## src/rtl/tbw_pkg.sv

```systemverilog
package tbw_pkg;
    typedef enum logic [1:0] {ST_IDLE, ST_ADDR, ST_DATA, ST_RESP} tbw_state_e;

    localparam logic [4:0] REG_CTRL = 5'h00;
    localparam logic [4:0] REG_BASE = 5'h04;
    localparam logic [4:0] REG_SIZE = 5'h08;
    localparam logic [4:0] REG_QOS  = 5'h0C;
    localparam logic [4:0] REG_WPTR = 5'h10;
    localparam logic [4:0] REG_STAT = 5'h14;

    localparam logic [1:0] BURST_INCR = 2'b01;
    localparam logic [1:0] RESP_OKAY  = 2'b00;
endpackage

```

## src/rtl/tbw_regs.sv

```systemverilog
module tbw_regs
    import tbw_pkg::*;
#(
    parameter int AW = 32
) (
    input  logic          clk,
    input  logic          rst_n,
    input  logic [4:0]    l_awaddr,
    input  logic          l_awvalid,
    output logic          l_awready,
    input  logic [31:0]   l_wdata,
    input  logic          l_wvalid,
    output logic          l_wready,
    output logic [1:0]    l_bresp,
    output logic          l_bvalid,
    input  logic          l_bready,
    input  logic [4:0]    l_araddr,
    input  logic          l_arvalid,
    output logic          l_arready,
    output logic [31:0]   l_rdata,
    output logic [1:0]    l_rresp,
    output logic          l_rvalid,
    input  logic          l_rready,
    input  logic [AW-1:0] wptr_i,
    input  logic          busy_i,
    input  logic          wrap_set_i,
    input  logic          err_set_i,
    output logic          en_o,
    output logic          flush_o,
    output logic          base_ld_o,
    output logic [AW-1:0] base_o,
    output logic [AW-1:0] size_o,
    output logic [3:0]    qos_o,
    output logic          wrapped_o,
    output logic          error_o
);
    logic wr_fire;
    logic rd_fire;

    assign wr_fire   = l_awvalid && l_wvalid && !l_bvalid;
    assign l_awready = wr_fire;
    assign l_wready  = wr_fire;
    assign l_arready = !l_rvalid;
    assign rd_fire   = l_arvalid && !l_rvalid;
    assign l_bresp   = RESP_OKAY;
    assign l_rresp   = RESP_OKAY;

    always_ff @(posedge clk) begin
        if (!rst_n) begin
            en_o      <= 1'b0;
            flush_o   <= 1'b0;
            base_ld_o <= 1'b0;
            base_o    <= '0;
            size_o    <= '0;
            qos_o     <= '0;
            wrapped_o <= 1'b0;
            error_o   <= 1'b0;
            l_bvalid  <= 1'b0;
        end else begin
            flush_o   <= 1'b0;
            base_ld_o <= 1'b0;
            if (l_bvalid && l_bready) l_bvalid <= 1'b0;
            if (wr_fire) begin
                l_bvalid <= 1'b1;
                case (l_awaddr)
                    REG_CTRL: begin
                        en_o    <= l_wdata[0];
                        flush_o <= l_wdata[1];
                        if (l_wdata[0]) error_o <= 1'b0;
                    end
                    REG_BASE: begin
                        base_o    <= l_wdata[AW-1:0];
                        base_ld_o <= 1'b1;
                    end
                    REG_SIZE: size_o <= l_wdata[AW-1:0];
                    REG_QOS:  qos_o  <= l_wdata[3:0];
                    REG_STAT: if (l_wdata[0]) wrapped_o <= 1'b0;
                    default: ;
                endcase
            end
            if (wrap_set_i) wrapped_o <= 1'b1;
            if (err_set_i) begin
                error_o <= 1'b1;
                en_o    <= 1'b0;
            end
        end
    end

    always_ff @(posedge clk) begin
        if (!rst_n) begin
            l_rvalid <= 1'b0;
            l_rdata  <= '0;
        end else if (rd_fire) begin
            l_rvalid <= 1'b1;
            case (l_araddr)
                REG_CTRL: l_rdata <= {31'd0, en_o};
                REG_BASE: l_rdata <= 32'(base_o);
                REG_SIZE: l_rdata <= 32'(size_o);
                REG_QOS:  l_rdata <= {28'd0, qos_o};
                REG_WPTR: l_rdata <= 32'(wptr_i);
                REG_STAT: l_rdata <= {29'd0, busy_i, error_o, wrapped_o};
                default:  l_rdata <= '0;
            endcase
        end else if (l_rvalid && l_rready) begin
            l_rvalid <= 1'b0;
        end
    end
endmodule

```

## src/rtl/tbw_fifo.sv

```systemverilog
module tbw_fifo #(
    parameter int DW    = 32,
    parameter int DEPTH = 32
) (
    input  logic                       clk,
    input  logic                       rst_n,
    input  logic                       push,
    input  logic [DW-1:0]              din,
    input  logic                       pop,
    output logic [DW-1:0]              dout,
    output logic [$clog2(DEPTH+1)-1:0] count
);
    localparam int PW = $clog2(DEPTH);
    localparam int CW = $clog2(DEPTH+1);

    logic [DW-1:0] mem [DEPTH];
    logic [PW-1:0] wr_ptr;
    logic [PW-1:0] rd_ptr;

    always_ff @(posedge clk) begin
        if (push) mem[wr_ptr] <= din;
    end

    always_ff @(posedge clk) begin
        if (!rst_n) begin
            wr_ptr <= '0;
            rd_ptr <= '0;
            count  <= '0;
        end else begin
            if (push) wr_ptr <= (wr_ptr == PW'(DEPTH-1)) ? '0 : wr_ptr + 1'b1;
            if (pop)  rd_ptr <= (rd_ptr == PW'(DEPTH-1)) ? '0 : rd_ptr + 1'b1;
            count <= count + CW'(push) - CW'(pop);
        end
    end

    assign dout = mem[rd_ptr];
endmodule

```

## src/rtl/tbw_fsm.sv

```systemverilog
module tbw_fsm
    import tbw_pkg::*;
#(
    parameter int AW = 32,
    parameter int DW = 32,
    parameter int BL = 16
) (
    input  logic                        clk,
    input  logic                        rst_n,
    input  logic                        en,
    input  logic                        error,
    input  logic                        flush_i,
    input  logic                        base_ld,
    input  logic [AW-1:0]               base,
    input  logic [AW-1:0]               size,
    input  logic [$clog2(2*BL+1)-1:0]   count,
    output logic [AW-1:0]               m_awaddr,
    output logic [7:0]                  m_awlen,
    output logic                        m_awvalid,
    input  logic                        m_awready,
    output logic                        m_wlast,
    output logic                        m_wvalid,
    input  logic                        m_wready,
    input  logic [1:0]                  m_bresp,
    input  logic                        m_bvalid,
    output logic                        m_bready,
    output logic [AW-1:0]               wptr_o,
    output logic                        busy_o,
    output logic                        wrap_set_o,
    output logic                        err_set_o
);
    localparam int BSH = $clog2(DW/8);
    localparam int LW  = $clog2(BL+1);
    localparam int CW  = $clog2(2*BL+1);

    tbw_state_e    state, state_nx;
    logic [AW-1:0] wptr, buf_end, room_end, room_4k, nxt;
    logic [LW-1:0] cap, blen, beat;
    logic          flush_pend, launch, ok_fire, wrap_hit;

    assign buf_end  = base + size;
    assign room_end = (buf_end - wptr) >> BSH;
    assign room_4k  = (AW'(4096) - AW'(wptr[11:0])) >> BSH;
    assign nxt      = wptr + (AW'(blen) << BSH);
    assign wrap_hit = (nxt >= buf_end);

    always_comb begin
        cap = LW'(BL);
        if (room_end < AW'(BL)) cap = LW'(room_end);
        if (room_4k < AW'(cap)) cap = LW'(room_4k);
    end

    assign launch = (state == ST_IDLE) && en && !error && (cap != '0) && (count != '0)
                    && ((count >= CW'(cap)) || flush_pend);

    always_ff @(posedge clk) begin
        if (!rst_n) state <= ST_IDLE;
        else        state <= state_nx;
    end

    always_comb begin
        state_nx = state;
        unique case (state)
            ST_IDLE: if (launch) state_nx = ST_ADDR;
            ST_ADDR: if (m_awready) state_nx = ST_DATA;
            ST_DATA: if (m_wready && m_wlast) state_nx = ST_RESP;
            ST_RESP: if (m_bvalid) state_nx = ST_IDLE;
            default: state_nx = ST_IDLE;
        endcase
    end

    always_comb begin
        m_awvalid = (state == ST_ADDR);
        m_wvalid  = (state == ST_DATA);
        m_bready  = (state == ST_RESP);
        m_wlast   = (state == ST_DATA) && (beat == blen - 1'b1);
        busy_o    = (state != ST_IDLE);
    end

    assign ok_fire    = (state == ST_RESP) && m_bvalid && (m_bresp == RESP_OKAY);
    assign err_set_o  = (state == ST_RESP) && m_bvalid && (m_bresp != RESP_OKAY);
    assign wrap_set_o = ok_fire && wrap_hit;

    always_ff @(posedge clk) begin
        if (!rst_n) begin
            blen       <= '0;
            beat       <= '0;
            wptr       <= '0;
            flush_pend <= 1'b0;
        end else begin
            if (launch) begin
                blen <= (count >= CW'(cap)) ? cap : LW'(count);
                beat <= '0;
            end else if (m_wvalid && m_wready) begin
                beat <= beat + 1'b1;
            end
            if (flush_i)
                flush_pend <= 1'b1;
            else if (launch && (count <= CW'(cap)))
                flush_pend <= 1'b0;
            else if ((state == ST_IDLE) && (count == '0))
                flush_pend <= 1'b0;
            if (base_ld)      wptr <= base;
            else if (ok_fire) wptr <= wrap_hit ? base : nxt;
        end
    end

    assign m_awaddr = wptr;
    assign m_awlen  = 8'(blen - 1'b1);
    assign wptr_o   = wptr;
endmodule

```

## src/rtl/tbw_top.sv

```systemverilog
module tbw_top
    import tbw_pkg::*;
#(
    parameter int AW        = 32,
    parameter int DW        = 32,
    parameter int BURST_LEN = 16
) (
    input  logic            clk,
    input  logic            rst_n,
    input  logic            trc_valid,
    output logic            trc_ready,
    input  logic [DW-1:0]   trc_data,
    input  logic [4:0]      cfg_awaddr,
    input  logic            cfg_awvalid,
    output logic            cfg_awready,
    input  logic [31:0]     cfg_wdata,
    input  logic            cfg_wvalid,
    output logic            cfg_wready,
    output logic [1:0]      cfg_bresp,
    output logic            cfg_bvalid,
    input  logic            cfg_bready,
    input  logic [4:0]      cfg_araddr,
    input  logic            cfg_arvalid,
    output logic            cfg_arready,
    output logic [31:0]     cfg_rdata,
    output logic [1:0]      cfg_rresp,
    output logic            cfg_rvalid,
    input  logic            cfg_rready,
    output logic [AW-1:0]   m_awaddr,
    output logic [7:0]      m_awlen,
    output logic [2:0]      m_awsize,
    output logic [1:0]      m_awburst,
    output logic [3:0]      m_awqos,
    output logic            m_awvalid,
    input  logic            m_awready,
    output logic [DW-1:0]   m_wdata,
    output logic [DW/8-1:0] m_wstrb,
    output logic            m_wlast,
    output logic            m_wvalid,
    input  logic            m_wready,
    input  logic [1:0]      m_bresp,
    input  logic            m_bvalid,
    output logic            m_bready
);
    localparam int DEPTH = 2 * BURST_LEN;
    localparam int CW    = $clog2(DEPTH + 1);
    localparam int BSH   = $clog2(DW/8);

    logic          cfg_en, cfg_flush, base_ld, cfg_wrapped, cfg_error;
    logic [AW-1:0] cfg_base, cfg_size, wptr;
    logic [3:0]    cfg_qos;
    logic          busy, wrap_set, err_set;
    logic [CW-1:0] fifo_cnt;

    assign trc_ready = cfg_en && (fifo_cnt < CW'(DEPTH));
    assign m_awsize  = 3'(BSH);
    assign m_awburst = BURST_INCR;
    assign m_awqos   = cfg_qos;
    assign m_wstrb   = '1;

    tbw_regs #(.AW(AW)) u_regs (
        .clk, .rst_n,
        .l_awaddr(cfg_awaddr), .l_awvalid(cfg_awvalid), .l_awready(cfg_awready),
        .l_wdata(cfg_wdata), .l_wvalid(cfg_wvalid), .l_wready(cfg_wready),
        .l_bresp(cfg_bresp), .l_bvalid(cfg_bvalid), .l_bready(cfg_bready),
        .l_araddr(cfg_araddr), .l_arvalid(cfg_arvalid), .l_arready(cfg_arready),
        .l_rdata(cfg_rdata), .l_rresp(cfg_rresp), .l_rvalid(cfg_rvalid), .l_rready(cfg_rready),
        .wptr_i(wptr), .busy_i(busy), .wrap_set_i(wrap_set), .err_set_i(err_set),
        .en_o(cfg_en), .flush_o(cfg_flush), .base_ld_o(base_ld),
        .base_o(cfg_base), .size_o(cfg_size), .qos_o(cfg_qos),
        .wrapped_o(cfg_wrapped), .error_o(cfg_error)
    );

    tbw_fifo #(.DW(DW), .DEPTH(DEPTH)) u_fifo (
        .clk, .rst_n,
        .push(trc_valid && trc_ready), .din(trc_data),
        .pop(m_wvalid && m_wready), .dout(m_wdata),
        .count(fifo_cnt)
    );

    tbw_fsm #(.AW(AW), .DW(DW), .BL(BURST_LEN)) u_fsm (
        .clk, .rst_n,
        .en(cfg_en), .error(cfg_error), .flush_i(cfg_flush), .base_ld(base_ld),
        .base(cfg_base), .size(cfg_size), .count(fifo_cnt),
        .m_awaddr, .m_awlen, .m_awvalid, .m_awready,
        .m_wlast, .m_wvalid, .m_wready,
        .m_bresp, .m_bvalid, .m_bready,
        .wptr_o(wptr), .busy_o(busy), .wrap_set_o(wrap_set), .err_set_o(err_set)
    );
endmodule

```

## config.mk

```make
export PLATFORM = sky130hd
export DESIGN_NAME = tbw_top
export DESIGN_NICKNAME = d
export VERILOG_FILES = /design/src/rtl/tbw_pkg.sv /design/src/rtl/tbw_regs.sv /design/src/rtl/tbw_fifo.sv /design/src/rtl/tbw_fsm.sv /design/src/rtl/tbw_top.sv
export SDC_FILE = /design/constraint.sdc
export NUM_CORES = 1
export LEC_CHECK = 0
export ABC_AREA = 1
export BUFFER_PORTS_ARGS = -buffer_cell sky130_fd_sc_hd__buf_2
export CELL_PAD_IN_SITES_DETAIL_PLACEMENT = 0
export CELL_PAD_IN_SITES_GLOBAL_PLACEMENT = 2
export CORE_ASPECT_RATIO = 2
export CORE_MARGIN = 4
export CORE_UTILIZATION = 39
export CTS_BUF_LIST = sky130_fd_sc_hd__clkbuf_4 sky130_fd_sc_hd__clkbuf_8
export DETAILED_ROUTE_END_ITERATION = 10
export GPL_TIMING_DRIVEN = 1
export PLACE_DENSITY = 0.79
export SYNTH_ARGS = -nofsm -noshare
export SYNTH_HDL_FRONTEND = slang
export SYNTH_SLANG_ARGS = --single-unit
```

## constraint.sdc

```tcl
create_clock -name clk -period 7.1 [get_ports clk]
set_input_delay 1.42 -clock clk [delete_from_list [all_inputs] [get_ports clk]]
set_output_delay 1.42 -clock clk [all_outputs]
set_load 0.05 [all_outputs]
```

==> run summary, run 1 <==
outcome: finished, violations left
violated checks: negative setup slack
Layout Cells excl Fill: 7,236
CTS Sinks: 1,197
Clock Skew: 0.0829 ns
antenna violations before repair: 19
routed vias: 40,400
hold buffer count at cts: 0
pre-CTS setup slack: -0.964 ns
final cycle utilization of the critical path: 101%
initial core utilization: 39.3%
CP Data Required Time: 7.79 ns
largest net degree at the start of global routing: 157
Vias/cell: 5.59
CTS Buffer Depth: 4
critical path arrival: 7.84 ns
top_reg_cell synth: edfxtp_1
die area: 0.143 mm²
Cells after Synth: 4,913
Clock Latency Late Sink: 0.87 ns
most frequent CP cell: buf_4
Sequential Power Share: 47.6%
# IOs: 218
wire length per cell: 25.9 µm
worst slew pin tran: 1.25 ns
Setup TNS Final: -0.395 ns
Worst Hold Class: reg2reg
top post-synthesis cells by area: edfxtp_1 58%, dfxtp_1 6.5%, o21ai_0 6.3%, nor2_1 5.8%, o221ai_1 3.6%
die height: 530 µm
number of flops mapped to enable cells by yosys: 1,024
Port Buffers: 204
leading area contributor after synthesis: edfxtp_1
drt first pass iters: 5
Leakage: 23.4 nW
Setup WS post-layout: -0.0511 ns
Reg2Reg Depth: 49
Inst Count DP: 6,877
total power: 16.2 mW
CP max FO: 5
Slew Viols, Final: 0
Residual DRC: 0
Cells on Worst Hold Path: 2
switch share: 30.2%
Slew headroom: 16.3%
Synth Area per Inst: 10.8 µm²
die width: 269 µm
YS warnings: 0
Final HPWL DP: 119,000 µm
Logic pwr share: 18.6%
final count of negative-setup-slack endpoints: 12
via count of the first global-routing pass: 40,100
gr usage total: 25.6%
Worst-path clk slew: 0.06 ns
initial detailed-routing violation count: 3,356
endpoints failing hold: 0
share of post-route cells with drive strength above 1: 18.6%
Fmax: 140 MHz
post-synthesis sequential area ratio: 64.4%
Slowest cell on crit path: ha_1
Async SR Flop Fraction: 0%
Placeable Area: 0.135 mm²
clock power share: 33.8%
Seq cells post-synth: 1,197
clock period minus worst slack: 7.15 ns
cell-internal power: 11.3 mW
kind of critical path: reg2reg
crit path capture type: flop
RSZ-0062 raised after global routing: yes
layout net count: 5,581
Antenna Nets Post-Route: 0
root buf cell: clkbuf_8
Synth top area share: 57.9%
CTS Buf Count: 179
Synth Cell Area: 0.0531 mm²
Psw: 4.90 mW
Max Cap Viol: 0
Peak VDD IR: 0.000136 V
crit path launch type: flop
GRT overflow: 0
CP max stage delay: 0.37 ns
count of cell types in the netlist: 58
drt total wl: 187,000 µm
FP Rows: 191
global-route wire length before repair: 268,000 µm
P&R area growth vs syn: 17.0%
routability cong.: 0.920
Pwr Density: 261 mW/mm²
CTS tree: built
H-tree depth: 4
sequential cells by signal, indices dropped and copies added, names as in the netlist, 2 cells and up, named ones only:
| signal | cells |
|---|---|
| u_fifo.count | 6 |
| u_fifo.mem | 1024 |
| u_fifo.rd_ptr | 5 |
| u_fifo.wr_ptr | 5 |
| u_fsm.beat | 5 |
| u_fsm.blen | 5 |
| u_fsm.m_awaddr | 32 |
| u_fsm.state | 2 |
| u_regs.base_o | 32 |
| u_regs.l_rdata | 32 |
| u_regs.qos_o | 4 |
| u_regs.size_o | 32 |
per-layer routing:
layer	track usage, %	up-vias	part of all wire, %	routed length [µm]
li1	-	18500	-	-
met1	26.5	20000	34	63200
met2	49.6	1423	55	104000
met3	3.19	454	4.8	8890
met4	13.5	4	6.1	11400
met5	0	-	0.014	27
path summary, 6_finish.rpt:
kind                                    to  slack, ns                     startpoint
max             u_fsm.blen[4]$_SDFFE_PN0P_      -0.05  u_regs.size_o[0]$_SDFFE_PN0P_
min          u_fsm.flush_pend$_SDFFE_PN0P_       0.45      u_regs.flush_o$_SDFF_PN0_
max reg2reg     u_fsm.blen[4]$_SDFFE_PN0P_      -0.05  u_regs.size_o[0]$_SDFFE_PN0P_
min reg2reg  u_fsm.flush_pend$_SDFFE_PN0P_       0.45      u_regs.flush_o$_SDFF_PN0_
worst max-delay path: cells and delay by family (launching register included):
kind | cells | cell delay (ns)
xor gates and xnor gates | 1 | 0.16
adders and majority gates | 5 | 1.36
and+or+nand+nor | 14 | 1.30
buffers and inverters | 9 | 1.32
DFF | 1 | 0.34
AOI/OAI and AO/OA | 20 | 2.51
what timing repair did:
action,4_1_cts,5_1_grt
resized for setup,84,64
pin swaps,61,48
setup endpoints to repair,13,13
buffers inserted,34,7
cloned,1,0
final cells by class:
class	instances	area, µm²
fillers	12700	73100
flip-flops and latches	1197	34200
multi-input cells	3081	17300
repair buffers	546	3740
clock buffers	228	2860
well taps	1737	2170
inverters	356	1350
clock inverters	87	488
diodes	4	10.0
cell usage in the layout, fill, tap and decap left out, drive strengths merged, types with 173 or more instances in the layout:
cell / count
dfxtp: 173
a21oi: 195
clkbuf: 228
buf: 546
nand2: 505
inv: 358
edfxtp: 1024
o221ai: 221
nor2: 831
o21ai: 676
metrics by stage:
stage / hold slack, ns / util, % / instance area (µm²)
2_1_floorplan: 0.415 / - / 53200
3_3_place_gp: 0.449 / 42.8 / 57900
4_1_cts: 0.455 / 45.7 / 61800
3_5_place_dp: 0.450 / 42.8 / 57900
5_1_grt: 0.478 / 45.9 / 62100
6_report: 0.448 / 45.9 / 62100
logic make-up after synthesis:
kind of cell / Yosys count / share of synthesized area (%)
adders and majority gates: 133 / 3.18
other: 2 / 0.0141
muxes: 1 / 0.0188
DFF: 1197 / 64.4
and+or+nand+nor: 1582 / 12.1
buffers and inverters: 646 / 4.70
xor gates and xnor gates: 70 / 1.15
AOI/OAI and AO/OA: 1282 / 14.5
power groups by stage:
| stage | combinational, mW | clock [mW] | sequential [mW] |
|---|---|---|---|
| floorplan | 1.81 | 0 | 7.84 |
| global placement | 2.88 | 0 | 7.87 |
| detailed placement | 2.91 | 0 | 7.87 |
| CTS | 2.98 | 5.60 | 7.72 |
| global route | 3.30 | 5.89 | 7.72 |
| finish | 3.02 | 5.47 | 7.72 |
synthesized netlist by cell type, types with 3 or more instances:
cell      count
edfxtp_1   1024
nor2_1      826
o21ai_0     669
nand2_1     490
inv_1       340
clkbuf_1    259
o221ai_1    221
a21oi_1     193
dfxtp_1     173
nand3_1     160
ha_1        130
o22ai_1      68
xor2_1       53
nor3_1       39
a31oi_1      33
o211ai_1     28
a32oi_1      25
nand4_1      22
xnor2_1      17
buf_4        16
buf_1        13
nand2_2      13
inv_2        12
o21bai_1      8
nand3b_1      6
a21o_1        5
nor2_2        5
nor4_1        5
o21ai_1       5
a211oi_1      4
a221oi_1      4
clkinv_1      4
nor3_2        4
fa_1          3
nand3_2       3
o21a_1        3
No activity file was read; power rests on OpenSTA's default activity.
==> run 2: changes to the inputs <==
--- a/config.mk
+++ b/config.mk
@@ -5,13 +5,12 @@
 export SDC_FILE = /design/constraint.sdc
 export NUM_CORES = 1
 export LEC_CHECK = 0
-export ABC_AREA = 1
 export BUFFER_PORTS_ARGS = -buffer_cell sky130_fd_sc_hd__buf_2
 export CELL_PAD_IN_SITES_DETAIL_PLACEMENT = 0
 export CELL_PAD_IN_SITES_GLOBAL_PLACEMENT = 2
 export CORE_ASPECT_RATIO = 2
 export CORE_MARGIN = 4
-export CORE_UTILIZATION = 39
+export CORE_UTILIZATION = 43
 export CTS_BUF_LIST = sky130_fd_sc_hd__clkbuf_4 sky130_fd_sc_hd__clkbuf_8
 export DETAILED_ROUTE_END_ITERATION = 10
 export GPL_TIMING_DRIVEN = 1
==> run 2 against run 1 <==
Effect of this change:
- the run still ends with negative setup slack left
- combinational power shrank 52%
- largest cell class unchanged
- sequential share of layout area grew 0.75 points
- synthesized cell count is 34% lower
- area after synthesis is 2.0% lower
- global-route usage shrank 2.6 points
- largest power group unchanged
- clock skew is 0.047 ns lower
- core utilization grew 5.0 points
- clock power fell by 3.8%
- total power is 11% lower
- maximum frequency decreased by 16%
==> run summary, run 2 <==
Fill cells: 10,200
Slowest cell on crit path: a2111oi_4
Biggest register: u_fifo.mem
die height: 500 µm
initial detailed-routing violation count: 2,282
CTS Buf Count: 164
Post-synth top cells: 1,024 x edfxtp_1, 321 x mux4_2, 244 x nand2_1, 219 x a21oi_1, 180 x nor2_1
CTS Buffer Depth: 3
Fmax: 118 MHz
CP max stage delay: 0.39 ns
final cycle utilization of the critical path: 120%
RSZ-0062 raised after global routing: yes
drt first pass iters: 8
via count of the first global-routing pass: 33,200
Slew Viols, Final: 0
Slew headroom: 12.4%
crit path launch type: flop
Cells after Synth: 3,261
Vias/cell: 5.70
number of flops mapped to enable cells by yosys: 1,024
drt total wl: 146,000 µm
Worst Hold Class: reg2reg
Async SR Flop Fraction: 0%
Synth Cell Area: 0.0521 mm²
most frequent cells in the layout: 1,024 x edfxtp_1, 372 x buf_4, 321 x mux4_2, 240 x nand2_1, 210 x a21oi_1
top post-synthesis cells by area: edfxtp_1 59%, mux4_2 14%, dfxtp_1 6.7%, ha_1 3.1%, a21oi_1 2.1%
wire length per cell: 26.3 µm
Setup WS post-layout: -1.41 ns
Seq cells post-synth: 1,197
worst slew pin tran: 1.31 ns
die area: 0.127 mm²
P&R area growth vs syn: 17.7%
final count of negative-setup-slack endpoints: 13
antenna violations before repair: 15
met2 Usage GRT: 44.7%
layout net count: 4,077
crit path capture type: flop
gr usage total: 23.0%
routed vias: 31,600
crit-path leading delay family: compound AO/OA/AOI/OAI gates
count of cell types in the netlist: 94
Synth Area per Inst: 16.0 µm²
Max Cap Viol: 0
Peak VDD IR: 0.000173 V
max reg flops: 1,024
register area: 0.0342 mm²
post-synthesis sequential area ratio: 65.7%
CP Data Required Time: 7.90 ns
CP max FO: 8
Clock Skew: 0.0355 ns
share of post-route cells with drive strength above 1: 33.6%
WP buf/inv: 7
outcome: finished, violations left
CTS tree: built
initial core utilization: 43.3%
area of the multi-input gates: 0.0174 mm²
Setup TNS Final: -17.52 ns
commonest non-fill, non-tap cell in the layout: edfxtp_1
most common cell in the synthesized netlist: edfxtp_1
YS warnings: 0
FP Rows: 180
leading area contributor after synthesis: edfxtp_1
largest net degree at the start of global routing: 97
Crit Reg-Reg Startpoint: u_regs.size_o[0]$_SDFFE_PN0P_
Residual DRC: 0
die width: 254 µm
Clock Latency Late Sink: 0.88 ns
Port Buffers: 204
routability cong.: 0.888
hold buffer count at cts: 0
global-route wire length before repair: 214,000 µm
# IOs: 218
Worst-path clk slew: 0.07 ns
clock period minus worst slack: 8.51 ns
Final HPWL DP: 94,000 µm
pre-CTS setup slack: -2.26 ns
GRT overflow: 0
Antenna Nets Post-Route: 0
Placeable Area: 0.120 mm²
total power: 14.4 mW
H-tree depth: 4
gr busiest metal: met2
most frequent CP cell: a21o_1
endpoints failing hold: 0
kind of critical path: reg2reg
Hold Startpoint: u_regs.l_rdata[27]$_SDFFE_PN0P_
Synth top area share: 59.1%
critical path arrival: 9.31 ns
CTS Sinks: 1,197
met1 GRT Util: 24.1%
top_reg_cell synth: edfxtp_1
CP Launch Point: u_regs.size_o[0]$_SDFFE_PN0P_
Leakage: 21.0 nW
Pwr Density: 235 mW/mm²
grt met3 use: 3.37%
root buf cell: clkbuf_8
violated checks: negative setup slack
-- run 2: changes by cell type after synthesis, sizes merged, moves of 61 or more --
cell	delta
inv	-236
mux4	+321
nand2	-260
nor2	-651
o22ai	-61
o221ai	-219
o21ai	-600
clkbuf	-140
nand3	-132
-- run 2: area by class of cell --
class,count,area share (%)
Sequential cell,1197,55.8
Multi-Input combinational cell,1789,28.4
Timing Repair Buffer,589,6.59
Clock buffer,213,4.35
Tap cell,1547,3.16
Clock inverter,83,0.945
Inverter,116,0.714
Antenna cell,4,0.0163
-- run 2: power breakdown --
group / switching [mW] / internal, mW / total, mW
Sequential: 0.0412 / 7.64 / 7.68
Combinational: 0.819 / 0.636 / 1.45
Clock: 2.67 / 2.59 / 5.26
Total: 3.53 / 10.9 / 14.4
-- run 2: path summary, 6_finish.rpt --
check | slack (ns) | endpoint | cells past startpoint
setup / recovery | -1.41 | u_fsm.blen[3]$_SDFFE_PN0P_ | 45
hold / removal | 0.48 | u_regs.l_rdata[27]$_SDFFE_PN0P_ | 2
setup reg to reg | -1.41 | u_fsm.blen[3]$_SDFFE_PN0P_ | 45
hold reg to reg | 0.48 | u_regs.l_rdata[27]$_SDFFE_PN0P_ | 2
-- run 2: what timing repair did --
| item | 4_1_cts | 5_1_grt |
|---|---|---|
| endpoints found under the setup margin | 13 | 13 |
| setup buffers | 12 | 5 |
| cloned | 0 | 1 |
| resized for setup | 44 | 16 |
| pin swaps | 34 | 28 |
-- run 2: per-layer routing --
layer	vias up	wire length, µm
li1	14100	-
met1	16100	48800
met2	1058	83600
met3	327	6760
met4	2	6700
met5	-	8
-- run 2: worst min-delay path, stage by stage, from the launching register on --
cell,delay (ns)
dfxtp_1,0.32
a21oi_1,0.06
nor2_1,0.07
-- run 2: logic make-up after synthesis --
| logic type | synth area share [%] |
|---|---|
| xor gates and xnor gates | 1.45 |
| adders and majority gates | 3.24 |
| AOI/OAI and AO/OA | 6.58 |
| and+or+nand+nor | 5.88 |
| DFF | 65.7 |
| buffers and inverters | 2.21 |
| other | 0.0144 |
| muxes | 14.9 |
-- run 2: through the flow --
step	util, %	hold slack [ns]	area (µm²)	instances
after floorplan	-	0.442	52200	3272
after detailed placement	47.9	0.474	57600	5221
after global routing	51.0	0.511	61300	5537
after global placement	47.9	0.466	57600	5221
final	51.0	0.481	61300	5538
after CTS	50.9	0.488	61200	5528
